`config.mk`:
```
export PLATFORM = sky130hd
export DESIGN_NAME = vec_intr_ctrl
export DESIGN_NICKNAME = d
export VERILOG_FILES = /design/src/rtl/vec_intr_pkg.sv /design/src/rtl/vec_intr_bank.sv /design/src/rtl/vec_intr_pick.sv /design/src/rtl/vec_intr_ctrl.sv
export SDC_FILE = /design/constraint.sdc
export NUM_CORES = 1
export LEC_CHECK = 0
export ABC_AREA = 0
export BUFFER_PORTS_ARGS = -buffer_cell sky130_fd_sc_hd__clkbuf_2
export CAP_MARGIN = 20
export CORE_ASPECT_RATIO = 1.25
export CORE_MARGIN = 2
export CORE_UTILIZATION = 50
export DETAILED_ROUTE_END_ITERATION = 8
export GPL_TIMING_DRIVEN = 0
export MAX_ROUTING_LAYER = met4
export PLACE_DENSITY = 0.76
export SYNTH_ARGS = -nofsm -noshare
export SYNTH_HDL_FRONTEND = slang
export SYNTH_SLANG_ARGS = --single-unit
```
`constraint.sdc`:
```
create_clock -name clk -period 3 [get_ports clk]
set_input_delay 0.3 -clock clk [delete_from_list [all_inputs] [get_ports clk]]
set_output_delay 0.3 -clock clk [all_outputs]
set_load 0.05 [all_outputs]
```
`src/rtl/vec_intr_pkg.sv`:
```
package vec_intr_pkg;

    typedef enum logic [1:0] {
        SEL_MASK = 2'd0,
        SEL_CLR  = 2'd1,
        SEL_BASE = 2'd2,
        SEL_EN   = 2'd3
    } reg_sel_e;

    typedef struct packed {
        logic     we;
        reg_sel_e sel;
    } wr_cmd_t;

    function automatic logic hits(input wr_cmd_t c, input reg_sel_e s);
        return c.we && (c.sel == s);
    endfunction

endpackage

```
`src/rtl/vec_intr_bank.sv`:
```
module vec_intr_bank #(
    parameter int          N_IND      = 32,
    parameter logic [N_IND-1:0] FIXED_MASK = '0
) (
    input  logic             clk,
    input  logic             rst,
    input  logic [N_IND-1:0] set_i,
    input  logic [N_IND-1:0] clr_i,
    input  logic [N_IND-1:0] ack_i,
    input  logic             mask_we,
    input  logic [N_IND-1:0] mask_d,
    output logic [N_IND-1:0] ind_q,
    output logic [N_IND-1:0] pend_o
);
    logic [N_IND-1:0] mask_q;
    logic [N_IND-1:0] eff_mask;

    always_ff @(posedge clk) begin
        if (rst) begin
            ind_q  <= '0;
            mask_q <= '0;
        end else begin
            ind_q <= (ind_q & ~clr_i & ~ack_i) | set_i;
            if (mask_we)
                mask_q <= mask_d;
        end
    end

    // per bit: fixed positions bypass the writable mask entirely
    for (genvar g = 0; g < N_IND; g++) begin : g_mask
        if (FIXED_MASK[g]) begin : g_fixed
            assign eff_mask[g] = 1'b1;
        end else begin : g_priv
            assign eff_mask[g] = mask_q[g];
        end
    end

    assign pend_o = ind_q & eff_mask;

endmodule

```
`src/rtl/vec_intr_pick.sv`:
```
module vec_intr_pick #(
    parameter int N_IND = 32,
    localparam int IDX_W = $clog2(N_IND)
) (
    input  logic [N_IND-1:0] req_i,
    output logic             hit_o,
    output logic [IDX_W-1:0] idx_o
);
    always_comb begin
        idx_o = '0;
        for (int k = N_IND - 1; k >= 0; k--) begin
            if (req_i[k])
                idx_o = IDX_W'(k);
        end
    end

    assign hit_o = |req_i;

endmodule

```
`src/rtl/vec_intr_ctrl.sv`:
```
module vec_intr_ctrl
    import vec_intr_pkg::*;
#(
    parameter int               N_IND      = 32,
    parameter int               ADDR_W     = 18,
    parameter logic [N_IND-1:0] FIXED_MASK = 32'hF800_0000,
    localparam int              IDX_W      = $clog2(N_IND)
) (
    input  logic              clk,
    input  logic              rst,
    input  logic [N_IND-1:0]  set_i,
    input  logic              quiet_i,
    input  logic              wr_en,
    input  logic [1:0]        wr_sel,
    input  logic [N_IND-1:0]  wr_data,
    output logic              take_o,
    output logic [ADDR_W-1:0] vec_o,
    output logic [IDX_W-1:0]  idx_o
);
    wr_cmd_t           cmd;
    logic              en_q;
    logic [ADDR_W-1:0] base_q;
    logic [N_IND-1:0]  ind_q;
    logic [N_IND-1:0]  pend;
    logic [N_IND-1:0]  ack;
    logic [N_IND-1:0]  clr;
    logic              hit;
    logic [IDX_W-1:0]  win;
    logic              take_now;

    assign cmd.we  = wr_en;
    assign cmd.sel = reg_sel_e'(wr_sel);

    assign clr      = hits(cmd, SEL_CLR) ? wr_data : '0;
    assign take_now = en_q && quiet_i && hit;
    assign ack      = take_now ? (N_IND'(1) << win) : '0;

    vec_intr_bank #(
        .N_IND      (N_IND),
        .FIXED_MASK (FIXED_MASK)
    ) u_bank (
        .clk     (clk),
        .rst     (rst),
        .set_i   (set_i),
        .clr_i   (clr),
        .ack_i   (ack),
        .mask_we (hits(cmd, SEL_MASK)),
        .mask_d  (wr_data),
        .ind_q   (ind_q),
        .pend_o  (pend)
    );

    vec_intr_pick #(
        .N_IND (N_IND)
    ) u_pick (
        .req_i (pend),
        .hit_o (hit),
        .idx_o (win)
    );

    always_ff @(posedge clk) begin
        if (rst) begin
            en_q   <= 1'b0;
            base_q <= '0;
            take_o <= 1'b0;
            vec_o  <= '0;
            idx_o  <= '0;
        end else begin
            if (take_now)
                en_q <= 1'b0;
            else if (hits(cmd, SEL_EN))
                en_q <= wr_data[0];
            if (hits(cmd, SEL_BASE))
                base_q <= wr_data[ADDR_W-1:0];
            take_o <= take_now;
            if (take_now) begin
                idx_o <= win;
                vec_o <= base_q + ADDR_W'(win);
            end
        end
    end

endmodule

```
After elaboration in Yosys (flattened, before gate mapping) --
Cells that the tools add are included.
Operators by class: $add $sub $neg 1, multiply operators 0, div/mod/pow operators 0, magnitude comparators 0, eq/ne operators 3, shift-type cells 1, muxes and demuxes 34, bitwise logic cells 6, reductions and logical operators 9
Operator list (count):
- $mux 5 | 32
- $and 32x32->32 | 3
- $mux 32 | 2
- $not 32->32 | 2
- $or 32x32->32 | 1
- $reduce_or 32->1 | 1
- $shl 1x5->32 const A | 1
- $add 18x5->18 | 1
- $logic_and 1x1->1 | 6
- $eq 2x2->1 const B | 2
- $eq 2x1->1 const B | 1
- $logic_not 2->1 | 1
- $reduce_or 2->1 | 1
Storage, ports and cells: register bits after elaboration 102, bits in latches 0, RAM bits 0, bits in read-only memories 0, input bits 70, output and inout port bits 24, logic and storage cells 61, memories 0

Logic depth before layout (Yosys ltp) --
Gate-level depths: netlist of run 1.
word-level depth 38, gate-level depth with buffers 15, gate-level depth less buffers 15

Modules after synthesis --
From an unflattened synthesis of run 1, not the netlist that was laid out.
Second synthesis, totals: cell total of the unflattened synthesis 659, area, all modules 5335.1 µm²
By module, submodules not included:
- vec_intr_ctrl | times used 1, cells each 343, area each 2538.7 µm², seq. area each 860.8 µm²
- vec_intr_bank | times used 1, cells each 251, area each 2411.1 µm², seq. area each 1181.1 µm²
- vec_intr_pick | times used 1, cells each 65, area each 385.4 µm², seq. area each 0.0 µm²

Least setup slack after synthesis of run 1 --
No wires, ideal clock.
path type register to register, start point reg u_bank.ind_q[16], end point reg vec_o[14], arrival 2799 ps, required time 2914 ps, path slack 115 ps, stages on the path, launching flop included 15, cell sequence dfxtp_1 and2_1 a221oi_1 a311o_1 nand2_1 clkinv_1 ha_1 inv_1 fa_1 nand2b_1 a21oi_1 o21bai_1 nor2_1 xnor2_1 a211oi_1
Between the ends: word-level cells in the longest chain between the ends 19, elaborated cells on any way between the ends 21, classes of those cells add/sub (1); mux (17); bitwise (1); reduce/logical (2)
Ends and longest elaborated chain:
- from (decl) | RTL line vec_intr_bank.sv:12 | output logic [N_IND-1:0] ind_q,
- from (signal assigned) | RTL line vec_intr_bank.sv:23 | ind_q <= (ind_q & ~clr_i & ~ack_i) | set_i;
- $and 32x32->32 | RTL line vec_intr_bank.sv:38 | assign pend_o = ind_q & eff_mask;
- $mux 5 (17 in a row) | RTL line vec_intr_pick.sv:12 | if (req_i[k])
- named net u_pick.idx_o[0] | RTL line vec_intr_pick.sv:7 | output logic [IDX_W-1:0] idx_o
- $add 18x5->18 | RTL line vec_intr_ctrl.sv:78 | vec_o <= base_q + ADDR_W'(win);
- to (signal assigned) | RTL line vec_intr_ctrl.sv:78
- to (decl) | RTL line vec_intr_ctrl.sv:17 | output logic [ADDR_W-1:0] vec_o,
The timed path passes the listed nets, and every way through them passes these cells. A chain may end at the register's enable or synchronous reset.

Worst setup path in the final report of run 1 --
start point reg u_bank.ind_q[1], end point reg vec_o[7]
Between the ends: word-level cells in the longest chain between the ends 4, elaborated cells on any way between the ends 6, classes of those cells add/sub (1); mux (2); bitwise (1); reduce/logical (2)
Ends and longest elaborated chain (RTL line):
- $and 32x32->32 | vec_intr_bank.sv:38
- $mux 5 (2 in a row) | vec_intr_pick.sv:12
- named net u_pick.idx_o[2] | vec_intr_pick.sv:7
- $add 18x5->18 | vec_intr_ctrl.sv:78
The timed path passes the listed nets, and every way through them passes these cells.

==> summary.md, run 1 <==
| Metric | Value |
|---|---|
| Status | completed |
| Worst-Skew Late Latency | 0.35 ns |
| Yosys top cell area share | 0.4116 |
| Post-synthesis xor/xnor area fraction | 0.02825 |
| Reg2reg path depth | 13 |
| Max-Slew Margin vs Limit | 0.4822 |
| Core area | 0.009659 mm2 |
| First-pass GRT wire length | 24.92 mm |
| DRT Pass-1 Iters | 5 |
| Crit path kind | reg -> reg |
| Crit path largest cell delay | between 0.4 and 0.5 ns |
| CTS root buffer | clkbuf_16 |
| Number of flops mapped to enable cells by yosys | 0 |
| Clk sink count | 102 |
| Final-layout fill cell count | 871 |
| Worst path bufs/invs | 2 |
| Crit-path most repeated cell | a211oi_2 |
| Proportion of synthesized area in mux cells | 0.01614 |
| Vias in the first global route | 4969 |
| Syn_area_per_cell | 7.825 um2 |
| Drt total wl | about 16 mm |
| Reg clk slew, reported paths | 0.07 ns |
| Syn_nets | 710 |
| CP Launch Type | flop |
| HPWL Detailed | 11.82 mm |
| Critical Path AT | 3.11 ns |
| Top cells by area, synth | dfxtp_1 41%, nand2_1 11%, a21oi_1 8.1% |
| DR WL/cell | 18.73 um |
| Slowest CP cell | or4b_1 |
| Nets | 821 |
| Initial core utilization | 0.5136 |
| Gp weighted congestion | 0.9302 |
| Max-Cap Viols | 0 |
| Die width | ~93 um |
| Crit path max fanout | 4 |
| Hold Path Stages | 3 |
| Crit-path leading delay family | compound AO/OA/AOI/OAI gates |
| Routing usage on met3 | 0.04653 |
| Layout area overhead | 24.57% |
| Clk buf depth | 2 |
| Count leader, synth | nand2_1 |
| Crit share post-route | 0.9697 |
| Via count | between 5000 and 6000 |
| GR Overflow Total | 0 |
| Area of the multi-input gates | 0.002910 mm2 |
| Final Worst Setup Slack | 0.09104 ns |
| Hold Buf Count CTS | 0 |
| Post-synthesis simple-gate area fraction | 0.2381 |
| Setup Skew | ~0.0077 ns |
| Synth warn | 0 |
| Initial antenna violation count | 0 |
| Die Area | 0.01074 mm2 |
| Netlist cell types | between 60 and 70 |
| Vias per cell | 5.968 |
| Setup violations, final | 0 |
| Max Clk Rate | 343.8 MHz |
| FFs w/ async S/R, synth | 0 |
| Layout cells sized above 1 | 0.2507 |
| Port bufs | 92 |
| Adder-Cell Fraction of Synth Area | 0.01665 |
| Post-synth top cells | 147 x nand2_1, 102 x dfxtp_1, 80 x a21oi_1 |
| Critical Path RT | 3.20 ns |
| Largest family of logic cells by synthesized area | compound AO/OA/AOI/OAI gates |
| Register area | 0.002058 mm2 |
| CTS tree | done |
| #FFs+latches synth | a little over 100 |
| Diodes inserted | 0 |
| Worst-margin pin slew | ~0.77 ns |
| Area leader, netlist | dfxtp_1 |
| Critical path cell sequence | a22oi_2 -> buf_4 -> or4b_1 -> a211oi_2 -> nor3_2 -> inv_2 -> ha_4 -> o21ai_2 -> o21bai_2 -> a21oi_2 -> nand3b_1 -> xor2_2 -> a211oi_2 |
| Post-Syn Instances | 634 |
| DRT iter0 DRCs | a little under 400 |
| DP Worst Slack | -0.6326 ns |
| DRC | 0 |
| Critical path depth in cells | 13 |
| Maximum vdd drop | 0.0003527 V |
| Row count | 40 |
| Compound-cell area share of the yosys netlist | 0.2416 |
| Die Y-Extent | about 120 um |
| Synthesized area | 0.004961 mm2 |
| CP endpoint kind | flop |
| H-tree depth | 3 |
| Final slew viol count | 0 |
| Ports | 94 |
| Setup TNS | 0 ns |
| Post-synth top flop | dfxtp_1 |
| Largest net degree at the start of global routing | 18 |
| Busiest grt layer | met2 |
| Final min period | ~2.9 ns |
| Sequential-to-total area share from yosys stat | 0.4116 |
| CTS Buf Count | 9 |
| Leakage power | between 2 and 2.5 nW |
| Worst min-delay path category | in -> reg |
| Gr usage total | 0.3148 |
| DRT antenna net count | 0 |
| GR Layer Usage met1 | 0.3415 |
| Met2 usage | 0.5493 |
| Fin. Hold Viols | 0 |
| Cell Pwr Density | around 530 mW/mm2 |
==> state kept, by name, indices dropped and copies added (netlist names) <==
name	count
vec_o	18
u_bank.ind_q	32
idx_o	5
base_q	18
u_bank.mask_q	27
en_q	1
take_o	1
==> layout by cell type (no fill, tap or decap), drive strengths merged, types with 3 or more instances in the layout <==
cell type / n
a211oi: 22
a21o: 3
a21oi: 80
a22o: 7
a22oi: 11
a311oi: 12
a31oi: 5
a32oi: 3
and2: 3
buf: 15
clkbuf: 130
clkinv: 3
dfxtp: 102
ha: 5
inv: 24
mux2i: 8
nand2: 147
nand2b: 3
nand3: 7
nand3b: 12
nand4: 5
nor2: 54
nor3: 9
nor4: 10
o21a: 3
o21ai: 6
o21bai: 3
o22ai: 8
o41a: 4
or2: 5
xnor2: 14
==> routing by layer <==
metal	vias to the layer above	part of all wire	wire length, um
li1	2476	-	-
met1	2422	0.37	6126
met2	264	0.50	8202
met3	66	0.074	1210
met4	0	0.053	864
met5	-	0	0
==> kinds of logic after synthesis <==
group	Yosys count
compound gates	179
xor+xnor	16
fa+ha+maj	6
buf+inv	57
flops	102
mux	8
simple gates	266
==> power by group <==
part	internal, W	switching (W)	total (W)
logic	0.000229	0.000409	0.000638
clock network	0.000592	0.000540	0.00113
registers	0.00142	0.0000638	0.00148
==> metrics by stage <==
step | area (um2) | instances | power (W) | util | hold slack [ns]
global placement | 5579 | 852 | 0.002029 | 0.5776 | 0.4516
finish | 6180 | 876 | 0.003251 | 0.6398 | 0.1842
floorplan | 4961 | 634 | 0.001825 | - | 0.4360
detailed placement | 5587 | 853 | 0.002045 | 0.5784 | 0.4556
CTS | 6032 | 875 | 0.003200 | 0.6245 | 0.1809
global route | 6180 | 876 | 0.003358 | 0.6398 | 0.1911
==> repair_timing <==
item | 4_1_cts | 5_1_grt
pin swaps | 8 | 24
endpoints found under the setup margin | 14 | 13
resized for setup | 28 | 37
buffers inserted | 6 | 2
==> tightest hold or removal path: stages <==
cell and delay (ns):
clkbuf_2 0.09, inv_1 0.04, a311oi_1 0.07
==> worst paths after layout <==
kind / from / to / slack (ns)
setup / recovery: u_bank.ind_q[1] / vec_o[7] / 0.09
hold / removal: set_i[8] / u_bank.ind_q[8] / 0.18
setup reg to reg: u_bank.ind_q[1] / vec_o[7] / 0.09
hold reg to reg: base_q[4] / base_q[4] / 0.47
==> final cells by class <==
class / count / share of cell area
Multi-Input combinational cell: 475 / 0.4709
Sequential cell: 102 / 0.3331
Timing Repair Buffer: 101 / 0.08544
Clock buffer: 10 / 0.03867
Tap cell: 126 / 0.02551
Buffer: 34 / 0.02511
Inverter: 22 / 0.01417
Clock inverter: 6 / 0.007086
(Power assumes the default switching activity.)
==> inputs of run 2 (changes only) <==
RECOVER_POWER = 100   (was default)
==> summary.md, run 2 (synthesis results as in run 1) <==
| Metric | Value |
|---|---|
| Critical path depth in cells | 11 (-2) |
| Critical Path RT | 3.21 ns (about the same) |
| Setup violations, final | 0 (unchanged) |
| Vias in the first global route | 4969 (unchanged) |
| Core area | 0.009659 mm2 (unchanged) |
| Finished Layout Cells | 876 (unchanged) |
| Cells after DPL | 853 (unchanged) |
| Die width | 93.10 um (unchanged) |
| DR WL/cell | 18.95 um (+1.2%) |
| Max Clk Rate | 341.3 MHz (-0.72%) |
| Gp weighted congestion | 0.9302 (unchanged) |
| Diodes inserted | 0 (unchanged) |
| Most frequent cells in the layout | 145 x nand2_1, 90 x dfxtp_1, 76 x a21oi_1, 67 x clkbuf_2, 59 x clkbuf_1 |
| Critical path cell sequence | a22o_2 -> or4_1 -> o21a_1 -> inv_2 -> ha_4 -> a211oi_2 -> o21bai_2 -> a21oi_2 -> nand3b_1 -> xor2_2 -> a211oi_2 |
| CTS Buf Count | 9 (unchanged) |
| Reg2reg path depth | 11 (-2) |
| CP endpoint kind | flop |
| Port bufs | 92 (unchanged) |
| Largest net degree at the start of global routing | 18 (unchanged) |
| CP Launch Type | flop |
| HPWL Detailed | 11.82 mm (unchanged) |
| Total Power | 0.003242 W (-0.26%) |
| Die Area | 0.01074 mm2 (unchanged) |
| Ports | 94 (unchanged) |
| First-pass GRT wire length | 24.92 mm (unchanged) |
| Clk sink count | 102 (unchanged) |
| Worst-Skew Late Latency | 0.35 ns (about the same) |
| Die Y-Extent | 115.4 um (unchanged) |
| CTS root buffer | clkbuf_16 |
| Worst-margin pin slew | 0.7852 ns (+0.01373 ns) |
| Row count | 40 (unchanged) |
| WHS | 0.1805 ns (-0.003693 ns) |
| Initial core utilization | 0.5136 (unchanged) |
| Most flop-heavy register | u_bank.ind_q |
| Vias per cell | 5.945 (-0.38%) |
| DRT Pass-1 Iters | 5 (unchanged) |
| Setup Skew | 0.008754 ns (+0.001066 ns) |
| Crit path largest cell delay | 0.53 ns (+0.09 ns) |
| Maximum vdd drop | 0.0003560 V (+0.95%) |
| Max-Slew Margin vs Limit | 0.4730 (-0.009215) |
| Layout cells sized above 1 | 0.2080 (-0.04267) |
| Hold wc startpoint | set_i[8] |
| Final min period | 2.930 ns (+0.02105 ns) |
| Crit share post-route | 0.9767 (+0.007016) |
| H-tree depth | 3 (unchanged) |
| R2R Path Start | u_bank.mask_q[16] |
| Max-Cap Viols | 0 (unchanged) |
| Final slew viol count | 0 (unchanged) |
| Max FFs per register | 32 (unchanged) |
| Gr usage total | 0.3148 (unchanged) |
| Via count | 5208 (-0.38%) |
| Largest regs | u_bank.ind_q x32, u_bank.mask_q x27 |
| Cell Pwr Density | 530.0 mW/mm2 (+0.76%) |
| Leakage power | 2.204 nW (-4.7%) |
| Hold Path Stages | 3 (unchanged) |
| Nets | 821 (unchanged) |
| Crit path kind | reg -> reg |
| Crit-path most repeated cell | a211oi_2 |
| Worst min-delay path category | in -> reg |
| Clk buf depth | 2 (unchanged) |
| Status | completed |
| Reg clk slew, reported paths | 0.07 ns (about the same) |
| Slowest CP cell | or4_1 |
| DRC | 0 (unchanged) |
| Crit-path leading delay family | compound AO/OA/AOI/OAI gates |
| Fin. Hold Viols | 0 (unchanged) |
| Worst path bufs/invs | 1 (-1) |
| DRT iter0 DRCs | 428 (+7.5%) |
| GR Overflow Total | 0 (unchanged) |
| CTS tree | done |
| CP Launch Point | u_bank.mask_q[16] |
| DRT antenna net count | 0 (unchanged) |
| Crit path max fanout | 3 (-1) |
| Critical Path AT | 3.14 ns (+0.03 ns) |
| Hold Buf Count CTS | 0 (unchanged) |
| Drt total wl | 16.60 mm (+1.2%) |
| Most common cell after layout, fill and taps aside | nand2_1 |
| Layout area overhead | 23.30% |
| Initial antenna violation count | 0 (unchanged) |
-- run 2: cell count changes in the layout (fill, tap and decap cells not counted), sizes merged --
| cell | change |
|---|---|
| buf | -6 |
| clkbuf | +6 |
-- run 2: per-stage QoR --
stage	utilization	setup WS (ns)	setup TNS (ns)	cell area [um2]
after detailed placement	0.5784	-0.6326	-6.456	5587
after CTS	0.6245	-0.006606	-0.007768	6032
after global routing	0.6333	-0.03776	-0.1054	6117
after floorplan	-	0.1151	0	4961
final	0.6333	0.06999	0	6117
after global placement	0.5776	-0.5677	-5.239	5579
-- run 2: layout make-up --
type / instances / area, um2
Multi-Input combinational cell: 475 / 2900
Tap cell: 126 / 157.7
Buffer: 34 / 142.6
Inverter: 22 / 87.58
Timing Repair Buffer: 101 / 489.2
Sequential cell: 102 / 2057
Clock inverter: 6 / 43.79
Clock buffer: 10 / 239.0
Fill cell: 891 / 3542
-- run 2: worst reg2reg max path, delay by kind of cell (launching register included) --
kind,cells,cell delay [ns]
flip-flops,1,0.33
adder cells (fa/ha/maj),1,0.22
AND/OR/NAND/NOR,2,0.73
XOR/XNOR,1,0.17
buffers and inverters,1,0.14
AO/OA/AOI/OAI,6,1.19
-- run 2: worst paths after layout --
check	end	slack [ns]
worst max-delay path	vec_o[7]	0.07
worst min-delay path	u_bank.ind_q[8]	0.18
worst max register to register	vec_o[7]	0.07
worst min register to register	base_q[4]	0.47
-- run 2: power breakdown --
part / total, W / internal, W / switching, W / leakage (nW)
registers: 0.00148 / 0.00142 / 0.0000633 / 0.840
clock network: 0.00113 / 0.000592 / 0.000541 / 0.140
logic: 0.000628 / 0.000219 / 0.000409 / 1.22
total: 0.00324 / 0.00223 / 0.00101 / 2.20
-- run 2: timing repair --
item	CTS	global route
gates resized for setup	28	37
cloned	0	0
endpoints found under the hold margin	0	0
setup endpoints to repair	14	13
buffers inserted	6	2
pin swaps	8	24
-- run 2: per-layer routing --
metal | track usage | vias up | part of all wire
li1 | - | 2472 | -
met2 | 0.5493 | 236 | 0.50
met3 | 0.04653 | 59 | 0.069
met4 | 0.1765 | 0 | 0.047
met1 | 0.3415 | 2441 | 0.38
met5 | - | - | 0
